`src/rtl/rm_addr_pkg.sv`:
```
package rm_addr_pkg;

  typedef enum logic [1:0] {
    SEG_CODE  = 2'd0,
    SEG_STACK = 2'd1,
    SEG_DATA0 = 2'd2,
    SEG_DATA1 = 2'd3
  } seg_id_e;

  typedef enum logic [1:0] {
    BASE_NONE = 2'd0,
    BASE_BX   = 2'd1,
    BASE_BP   = 2'd2,
    BASE_SP   = 2'd3
  } base_id_e;

  typedef enum logic [1:0] {
    IDX_NONE = 2'd0,
    IDX_SI   = 2'd1,
    IDX_DI   = 2'd2,
    IDX_RSVD = 2'd3
  } index_id_e;

  localparam int unsigned SEG_COUNT = 4;

endpackage

```
`src/rtl/rm_seg_file.sv`:
```
module rm_seg_file #(
  parameter int unsigned SEG_W    = 16,
  parameter int unsigned NUM_SEG  = 4,
  parameter logic [SEG_W-1:0] CODE_RST = '1,
  localparam int unsigned SEL_W   = $clog2(NUM_SEG)
) (
  input  logic             clk,
  input  logic             rst_n,
  input  logic             wr_en,
  input  logic [SEL_W-1:0] wr_sel,
  input  logic [SEG_W-1:0] wr_data,
  input  logic [SEL_W-1:0] rd_sel,
  output logic [SEG_W-1:0] rd_data
);

  logic [SEG_W-1:0] seg_q [NUM_SEG];

  for (genvar g = 0; g < NUM_SEG; g++) begin : g_seg
    localparam logic [SEG_W-1:0] RST_VAL = (g == 0) ? CODE_RST : '0;
    always_ff @(posedge clk or negedge rst_n) begin
      if (!rst_n)
        seg_q[g] <= RST_VAL;
      else if (wr_en && (wr_sel == SEL_W'(g)))
        seg_q[g] <= wr_data;
    end
  end

  assign rd_data = seg_q[rd_sel];

endmodule

```
`src/rtl/rm_offset_calc.sv`:
```
module rm_offset_calc
  import rm_addr_pkg::*;
#(
  parameter int unsigned OFF_W   = 16,
  parameter int unsigned SHORT_W = 8
) (
  input  base_id_e         base_sel,
  input  logic [OFF_W-1:0] base_val,
  input  index_id_e        index_sel,
  input  logic [OFF_W-1:0] index_val,
  input  logic [OFF_W-1:0] disp,
  input  logic             disp_wide,
  input  logic             ovr_valid,
  input  seg_id_e          ovr_seg,
  output logic [OFF_W-1:0] offset,
  output seg_id_e          seg_sel
);

  logic [OFF_W-1:0] base_term;
  logic [OFF_W-1:0] index_term;
  logic [OFF_W-1:0] disp_term;
  logic             stack_based;

  always_comb begin
    base_term   = (base_sel == BASE_NONE) ? '0 : base_val;
    index_term  = (index_sel == IDX_SI || index_sel == IDX_DI) ? index_val : '0;
    disp_term   = disp_wide ? disp
                            : {{(OFF_W-SHORT_W){disp[SHORT_W-1]}}, disp[SHORT_W-1:0]};
    // modulo 2^OFF_W by truncation of the sum
    offset      = base_term + index_term + disp_term;
    stack_based = (base_sel == BASE_BP) || (base_sel == BASE_SP);
    if (ovr_valid)
      seg_sel = ovr_seg;
    else if (stack_based)
      seg_sel = SEG_STACK;
    else
      seg_sel = SEG_DATA0;
  end

endmodule

```
`src/rtl/rm_addr_stage.sv`:
```
module rm_addr_stage
  import rm_addr_pkg::*;
#(
  parameter int unsigned SEG_W = 16,
  parameter int unsigned OFF_W = 16,
  parameter int unsigned SHIFT = 4,
  localparam int unsigned ADDR_W = SEG_W + SHIFT
) (
  input  logic              clk,
  input  logic              rst_n,
  input  logic              in_valid,
  output logic              in_ready,
  input  logic [SEG_W-1:0]  seg_val,
  input  logic [OFF_W-1:0]  offset,
  input  seg_id_e           seg_id,
  output logic              out_valid,
  input  logic              out_ready,
  output logic [ADDR_W-1:0] out_addr,
  output seg_id_e           out_seg
);

  logic [ADDR_W-1:0] base_addr;
  logic [ADDR_W-1:0] sum_addr;

  assign base_addr = {seg_val, {SHIFT{1'b0}}};
  assign sum_addr  = base_addr + {{(ADDR_W-OFF_W){1'b0}}, offset};
  assign in_ready  = !out_valid || out_ready;

  always_ff @(posedge clk or negedge rst_n) begin
    if (!rst_n) begin
      out_valid <= 1'b0;
      out_addr  <= '0;
      out_seg   <= SEG_CODE;
    end else if (in_valid && in_ready) begin
      out_valid <= 1'b1;
      out_addr  <= sum_addr;
      out_seg   <= seg_id;
    end else if (out_ready) begin
      out_valid <= 1'b0;
    end
  end

endmodule

```
`src/rtl/rm_addr_gen.sv`:
```
module rm_addr_gen
  import rm_addr_pkg::*;
#(
  parameter int unsigned SEG_W   = 16,
  parameter int unsigned OFF_W   = 16,
  parameter int unsigned SHIFT   = 4,
  parameter int unsigned SHORT_W = 8,
  parameter logic [SEG_W-1:0] CODE_RST = 16'hFFFF,
  localparam int unsigned ADDR_W = SEG_W + SHIFT,
  localparam int unsigned SEL_W  = $clog2(SEG_COUNT)
) (
  input  logic              clk,
  input  logic              rst_n,
  input  logic              seg_wr_en,
  input  logic [SEL_W-1:0]  seg_wr_sel,
  input  logic [SEG_W-1:0]  seg_wr_data,
  input  logic              req_valid,
  output logic              req_ready,
  input  logic [1:0]        req_base_sel,
  input  logic [OFF_W-1:0]  req_base_val,
  input  logic [1:0]        req_index_sel,
  input  logic [OFF_W-1:0]  req_index_val,
  input  logic [OFF_W-1:0]  req_disp,
  input  logic              req_disp_wide,
  input  logic              req_ovr_valid,
  input  logic [SEL_W-1:0]  req_ovr_seg,
  output logic              out_valid,
  input  logic              out_ready,
  output logic [ADDR_W-1:0] out_addr,
  output logic [SEL_W-1:0]  out_seg
);

  logic [OFF_W-1:0] offset;
  seg_id_e          seg_pick;
  seg_id_e          seg_out_e;
  logic [SEG_W-1:0] seg_val;

  rm_offset_calc #(.OFF_W(OFF_W), .SHORT_W(SHORT_W)) u_off (
    .base_sel  (base_id_e'(req_base_sel)),
    .base_val  (req_base_val),
    .index_sel (index_id_e'(req_index_sel)),
    .index_val (req_index_val),
    .disp      (req_disp),
    .disp_wide (req_disp_wide),
    .ovr_valid (req_ovr_valid),
    .ovr_seg   (seg_id_e'(req_ovr_seg)),
    .offset    (offset),
    .seg_sel   (seg_pick)
  );

  rm_seg_file #(.SEG_W(SEG_W), .NUM_SEG(SEG_COUNT), .CODE_RST(CODE_RST)) u_segs (
    .clk     (clk),
    .rst_n   (rst_n),
    .wr_en   (seg_wr_en),
    .wr_sel  (seg_wr_sel),
    .wr_data (seg_wr_data),
    .rd_sel  (seg_pick),
    .rd_data (seg_val)
  );

  rm_addr_stage #(.SEG_W(SEG_W), .OFF_W(OFF_W), .SHIFT(SHIFT)) u_stage (
    .clk       (clk),
    .rst_n     (rst_n),
    .in_valid  (req_valid),
    .in_ready  (req_ready),
    .seg_val   (seg_val),
    .offset    (offset),
    .seg_id    (seg_pick),
    .out_valid (out_valid),
    .out_ready (out_ready),
    .out_addr  (out_addr),
    .out_seg   (seg_out_e)
  );

  assign out_seg = seg_out_e;

endmodule

```
`config.mk`:
```
export PLATFORM = sky130hd
export DESIGN_NAME = rm_addr_gen
export DESIGN_NICKNAME = d
export VERILOG_FILES = /design/src/rtl/rm_addr_pkg.sv /design/src/rtl/rm_seg_file.sv /design/src/rtl/rm_offset_calc.sv /design/src/rtl/rm_addr_stage.sv /design/src/rtl/rm_addr_gen.sv
export SDC_FILE = /design/constraint.sdc
export NUM_CORES = 1
export LEC_CHECK = 0
export CAP_MARGIN = 20
export CORE_UTILIZATION = 41
export DETAILED_ROUTE_END_ITERATION = 10
export MAX_ROUTING_LAYER = met4
export PLACE_DENSITY = 0.68
export RECOVER_POWER = 100
export SETUP_SLACK_MARGIN = 0.05
export SYNTH_ARGS = -nofsm -noshare
export SYNTH_HDL_FRONTEND = slang
export SYNTH_SLANG_ARGS = --single-unit
```
`constraint.sdc`:
```
create_clock -name clk -period 2.5 [get_ports clk]
set_input_delay 0.375 -clock clk [delete_from_list [all_inputs] [get_ports clk]]
set_output_delay 0.375 -clock clk [all_outputs]
set_load 0.005 [all_outputs]
```
# After elaboration in Yosys (flattened, before gate mapping)
# Cells that the tools add are included.
# classes
addsub	3
n_lt_le_gt_ge	1
n_eq_ne	7
mux	10
n_bitwise	1
n_reduce_logical	12
# op_table
op	count
16-bit two-way mux	5
16-bit adder	2
16-bit binary-select mux with 2-bit select	1
20-bit by 16-bit adder with 20-bit output	1
2-bit == test (second input constant)	5
1-bit logical AND	5
2-bit by 1-bit == test with 1-bit output (second input constant)	2
2-bit logical NOT	2
2-bit two-way mux	2
3-bit greater-or-equal comparator (second input constant)	1
1-bit logical OR	3
2-bit NOT with 3-bit output	1
1-bit two-way mux	2
2-bit nonzero test	1
1-bit logical NOT	1
# word_totals
register_bits	87
input_bits	79
output_inout_bits	24
elab_cells	41

# Logic depth before layout (Yosys ltp)
# logic_depth
depth_word	9
mapped_depth	23

# Cells and area by module
# From an unflattened synthesis, not the netlist that was laid out.
# hier_totals
hier_cells	493
area_unflattened_um2	5592.9
# by_module_without_submodules
module	n_inst	cells_per_inst	area_each_um2
rm_seg_file	1	156	2812.7
rm_addr_stage	1	166	1466.4
rm_offset_calc	1	171	1313.8

# Worst setup path after synthesis
# OpenSTA, ideal clock, no wires.
# synth_timing
path_type	input to register
from	input req_base_sel[1]
to	register u_stage.out_addr[18]
setup_time_ns	0.129
arrival_ns	4.581
slack_ns	-2.210
stages	21
path_cell_list	or2_2 > clkbuf_1 > and2_1 > fa_1 > ha_1 > fa_1 > a21o_1 > a21oi_1 > o21ai_0 > a31oi_1 > o21bai_1 > a21oi_1 > xnor2_1 > ha_1 > nand4_1 > a2111oi_0 > a211oi_1 > o21ai_0 > nand2_1 > xor2_1 > o21ai_1
# synth_via
elab_chain_cells	9
# synth_rtl
item	line_no	text
start: declaration	rm_addr_gen.sv:19	input logic [1:0] req_base_sel,
parallel branches: the longest is 8 deep, another holds 16-bit adder	n/a	
20-bit by 16-bit adder with 20-bit output (*)	rm_addr_stage.sv:26	assign sum_addr = base_addr + {{(ADDR_W-OFF_W){1'b0}}, offset};
end signal: assignment	rm_addr_stage.sv:36	out_addr <= sum_addr;
end: declaration	rm_addr_stage.sv:18	output logic [ADDR_W-1:0] out_addr,
# Every way passes the cells marked *. The select of a mux whose other input is x is not followed.
# A chain may end at the register's enable or synchronous reset.

# Worst setup path in the final report
# layout_timing
from	input req_base_sel[0]
to	register u_stage.out_addr[15]
# Same word-level chain as after synthesis.

==> flow_metrics.env <==
export IMPL_status="complete, but fails checks"
export IMPL_cp_max_fo=3
export IMPL_p_comb_frac=0.565
export IMPL_dieHeight_um=117.1
export IMPL_dp_cells=808
export IMPL_cp_cell_sequence="buf_6 > or2_4 > and2_4 > fa_1 > ha_2 > fa_2 > a21o_1 > a21oi_2 > o21ai_2 > a31oi_2 > o21bai_1 > a21oi_1 > xnor2_1 > ha_1 > buf_4 > nand2_2 > o221ai_2 > and2_4 > a311o_1 > a21oi_2 > xor2_1 > o21ai_1"
export IMPL_switching_power_mw=2.670
export IMPL_core_area_sq_mm=0.01277
export IMPL_grt_pass1_wl_um=20840
export IMPL_cp_required_ps=2720
export IMPL_ctsHtreeMaxLevel=3
export IMPL_start_util=0.4253
export IMPL_cp_end_kind="flip-flop"
export IMPL_critPathTopFamily="compound AO/OA/AOI/OAI gates"
export IMPL_instances_no_fill=842
export IMPL_num_vias=4223
export IMPL_drc=0
export IMPL_syn_num_nets=596
export IMPL_synth_compound_area_frac=0.09028
export IMPL_r2r_end="u_stage.out_addr[15]"
export IMPL_grt_overflow_total=0
export IMPL_drt_iter0_markers=166
export IMPL_synth_edf_count=0
export IMPL_synth_area_per_cell_sq_um=11.46
export IMPL_wl_um=12920
export IMPL_power_leakage_nw=3.530
export IMPL_violations="max-capacitance violations, max-slew violations, negative setup slack"
export IMPL_slowest_stage="fa_1"
export IMPL_ys_types=47
export IMPL_rows=41
export IMPL_r2r_start="u_segs.seg_q[8]"
export IMPL_crit_start="req_base_sel[0]"
export IMPL_synth_simple_area_share=0.08406
export IMPL_period_share=1.668
export IMPL_dr_pass1_iters=4
export IMPL_dp_slack_ps=-2341
export IMPL_clockBufferDepth=2
export IMPL_dp_hpwl_um=9281
export IMPL_clock_sinks=87
export IMPL_ys_seq_area_frac=0.4044
export IMPL_final_max_slew_viol_count=41
export IMPL_clk_pin_slew_ps=60
export IMPL_async_flop_share=1.000
export IMPL_drv_cap=1
export IMPL_yosys_warnings=0
export IMPL_first_global_vias=4358
export IMPL_p_int_mw=4.945
export IMPL_place_congestion=0.8257
export IMPL_avgViaCountPerCell=5.015
export IMPL_power_frac_seq=0.258
export IMPL_syn_area_sq_mm=0.005433
export IMPL_fin_nets=787
export IMPL_critPathMaxStageDelay_ps=450
export IMPL_hp_class="reg -> reg"
export IMPL_antenna_found_initial=0
export IMPL_synth_xor_area_share=0.04514
export IMPL_n_antenna_cell=0
export IMPL_clock_power_share=0.178
export IMPL_crit_buf_inv=2
export IMPL_track_usage=0.2053
export IMPL_synthAdderAreaFrac=0.1225
export IMPL_timing_fmax_mhz=239.9
export IMPL_io_buffer_count=102
export IMPL_worstSkewPairLatency_ps=330
export IMPL_worstSetupEndpoint="u_stage.out_addr[15]"
export IMPL_reg2reg_slack_ps=-120
export IMPL_root_buffer="clkbuf_16"
export IMPL_startpoint_type="input port"
export IMPL_grt_setup_unrepaired="true"
export IMPL_hold_viol=0
export IMPL_path_depth=22
export IMPL_area_growth_pct=46.64
export IMPL_cts_tree="built"
export IMPL_power_total_mw=7.615
export IMPL_criticalPathCategory="in -> reg"
export IMPL_synthCells=474
export IMPL_synth_area_mux_share=0.2174
export IMPL_setup_viol=16
export IMPL_tightest_slew_ps=2164
export IMPL_synth_ff_type="dfrtp_1"
export IMPL_fin_util=0.6237
export IMPL_fin_skew_ps=5.646
export IMPL_synth_top_family_by_area="multiplexers"
export IMPL_final_antenna_net_count=0
export IMPL_grt_start_max_net_pins=43
export IMPL_netSwitchingFraction=0.3506
export IMPL_layout_min_cycle_time_ps=4169
export IMPL_relSlewSlack=-0.4426
export IMPL_die_x_um=117.1
export IMPL_ios=103
export IMPL_ir_drop_mv=0.4846
export IMPL_ys_ff_latch=87
export IMPL_p_per_area_mw_per_mm2=955.8
export IMPL_hold_buffers=0
export IMPL_fp_dieArea_sq_mm=0.01371
export IMPL_cp_arrival_ps=4390
export IMPL_r2r_worst_path_cells=10
export IMPL_setup_ws_ps=-1669
export IMPL_routedWlPerCell_um=15.34
export IMPL_cts_buffers=9
export IMPL_drive_gt1_frac=0.3985
-- flip-flops by register name (all words and copies together) (netlist names) --
| name | cells |
|---|---|
| u_segs.seg_q | 64 |
| u_stage.out_addr | 20 |
| u_stage.out_seg | 2 |
| u_stage.out_valid | 1 |
-- stage by stage --
step,TNS (ps),hold WS (ps),cell area [sq um]
finish,-19910,474.2,7966
global route,-22810,504.3,7966
CTS,-19060,25.52,7730
detailed placement,-31110,387.5,7284
global placement,-29660,384.2,7284
floorplan,-20180,79.41,5522
-- layout by cell type, fill, tap and decap left out, types with 9 or more instances in the layout --
cell,instances
buf_4,76
dfrtp_1,71
mux2_2,68
clkdlybuf4s50_1,67
nand2_1,45
inv_1,34
dlygate4sd3_1,26
ha_1,20
a21oi_1,19
dfstp_2,16
xnor2_1,15
o21ai_1,14
fa_1,14
mux4_2,11
buf_6,10
a21oi_2,9
clkbuf_16,9
-- worst min-delay path by stage --
| stage | start | end | depth (start not counted) |
|---|---|---|---|
| final | u_stage.out_addr[10] | u_stage.out_addr[10] | 2 |
| after global routing | u_stage.out_addr[10] | u_stage.out_addr[10] | 2 |
| after CTS | rst_n | u_segs.seg_q[10] | 1 |
| after detailed placement | rst_n | u_segs.seg_q[10] | 1 |
| after global placement | rst_n | u_segs.seg_q[25] | 1 |
| after floorplan | rst_n | u_segs.seg_q[0] | 0 |
-- power by group through the flow --
| stage | clock (mW) | sequential (mW) | combinational, mW |
|---|---|---|---|
| finish | 1.35 | 1.96 | 4.30 |
| global route | 1.44 | 2.01 | 4.67 |
| CTS | 1.39 | 1.97 | 3.78 |
| detailed placement | 0 | 2.00 | 3.48 |
| global placement | 0 | 1.97 | 3.41 |
| floorplan | 0 | 1.96 | 2.00 |
-- cells in the mapped netlist (2+ instances only) --
cell type  number  share of area
dfrtp_1        71           0.33
xor2_1         10          0.016
a21oi_1        30          0.028
o31ai_1         2         0.0028
a211oi_1        3         0.0041
nand2b_1        5         0.0058
ha_1           26          0.060
o21ai_1         3         0.0028
nor2_1         10         0.0069
and2_1         11          0.013
inv_1          37          0.026
nand3_1         6         0.0055
fa_1           17          0.063
o21bai_1        3         0.0041
nor3_1          6         0.0055
xnor2_1        18          0.029
dfstp_2        16          0.077
clkbuf_1       14         0.0097
mux4_1          4          0.019
a311o_1         2         0.0037
a21o_1          6         0.0083
nand3b_1        2         0.0028
nand2_1        46          0.032
o21ai_0        22          0.020
o221ai_1        2         0.0032
mux2i_1         4         0.0074
mux2_2         68           0.14
mux4_2         11          0.046
-- tightest hold or removal path: stages, from the launching register on --
cell,delay [ps]
dfrtp_1,330
nand2_1,50
o31ai_1,60
-- routing by layer --
layer	routed length, um	track usage
met5	0	-
met3	565	0.03038
met1	5843	0.2529
met4	165	0.06076
met2	6341	0.3507
-- cell families after synthesis --
kind of cell,Yosys count
AO/OA/AOI/OAI,81
XOR/XNOR,28
adder cells (fa/ha/maj),43
buffers and inverters,52
flip-flops,87
multiplexers,88
AND/OR/NAND/NOR,95
-- what timing repair did --
item,CTS,global route
gates resized for setup,41,47
setup endpoints to repair,16,16
buffers inserted,7,12
pin swaps,35,63
-- area by class of cell --
type                       instances  area [sq um]
clock buffer                      10         239.0
clock inverter                     6         67.56
fill                             981          4807
inverter                          37         141.4
multi-input combinational        335          3362
sequential                        87          2197
tap                              172         215.2
timing repair buffer             195          1744
Note: power is estimated with default switching activity, not from simulation.
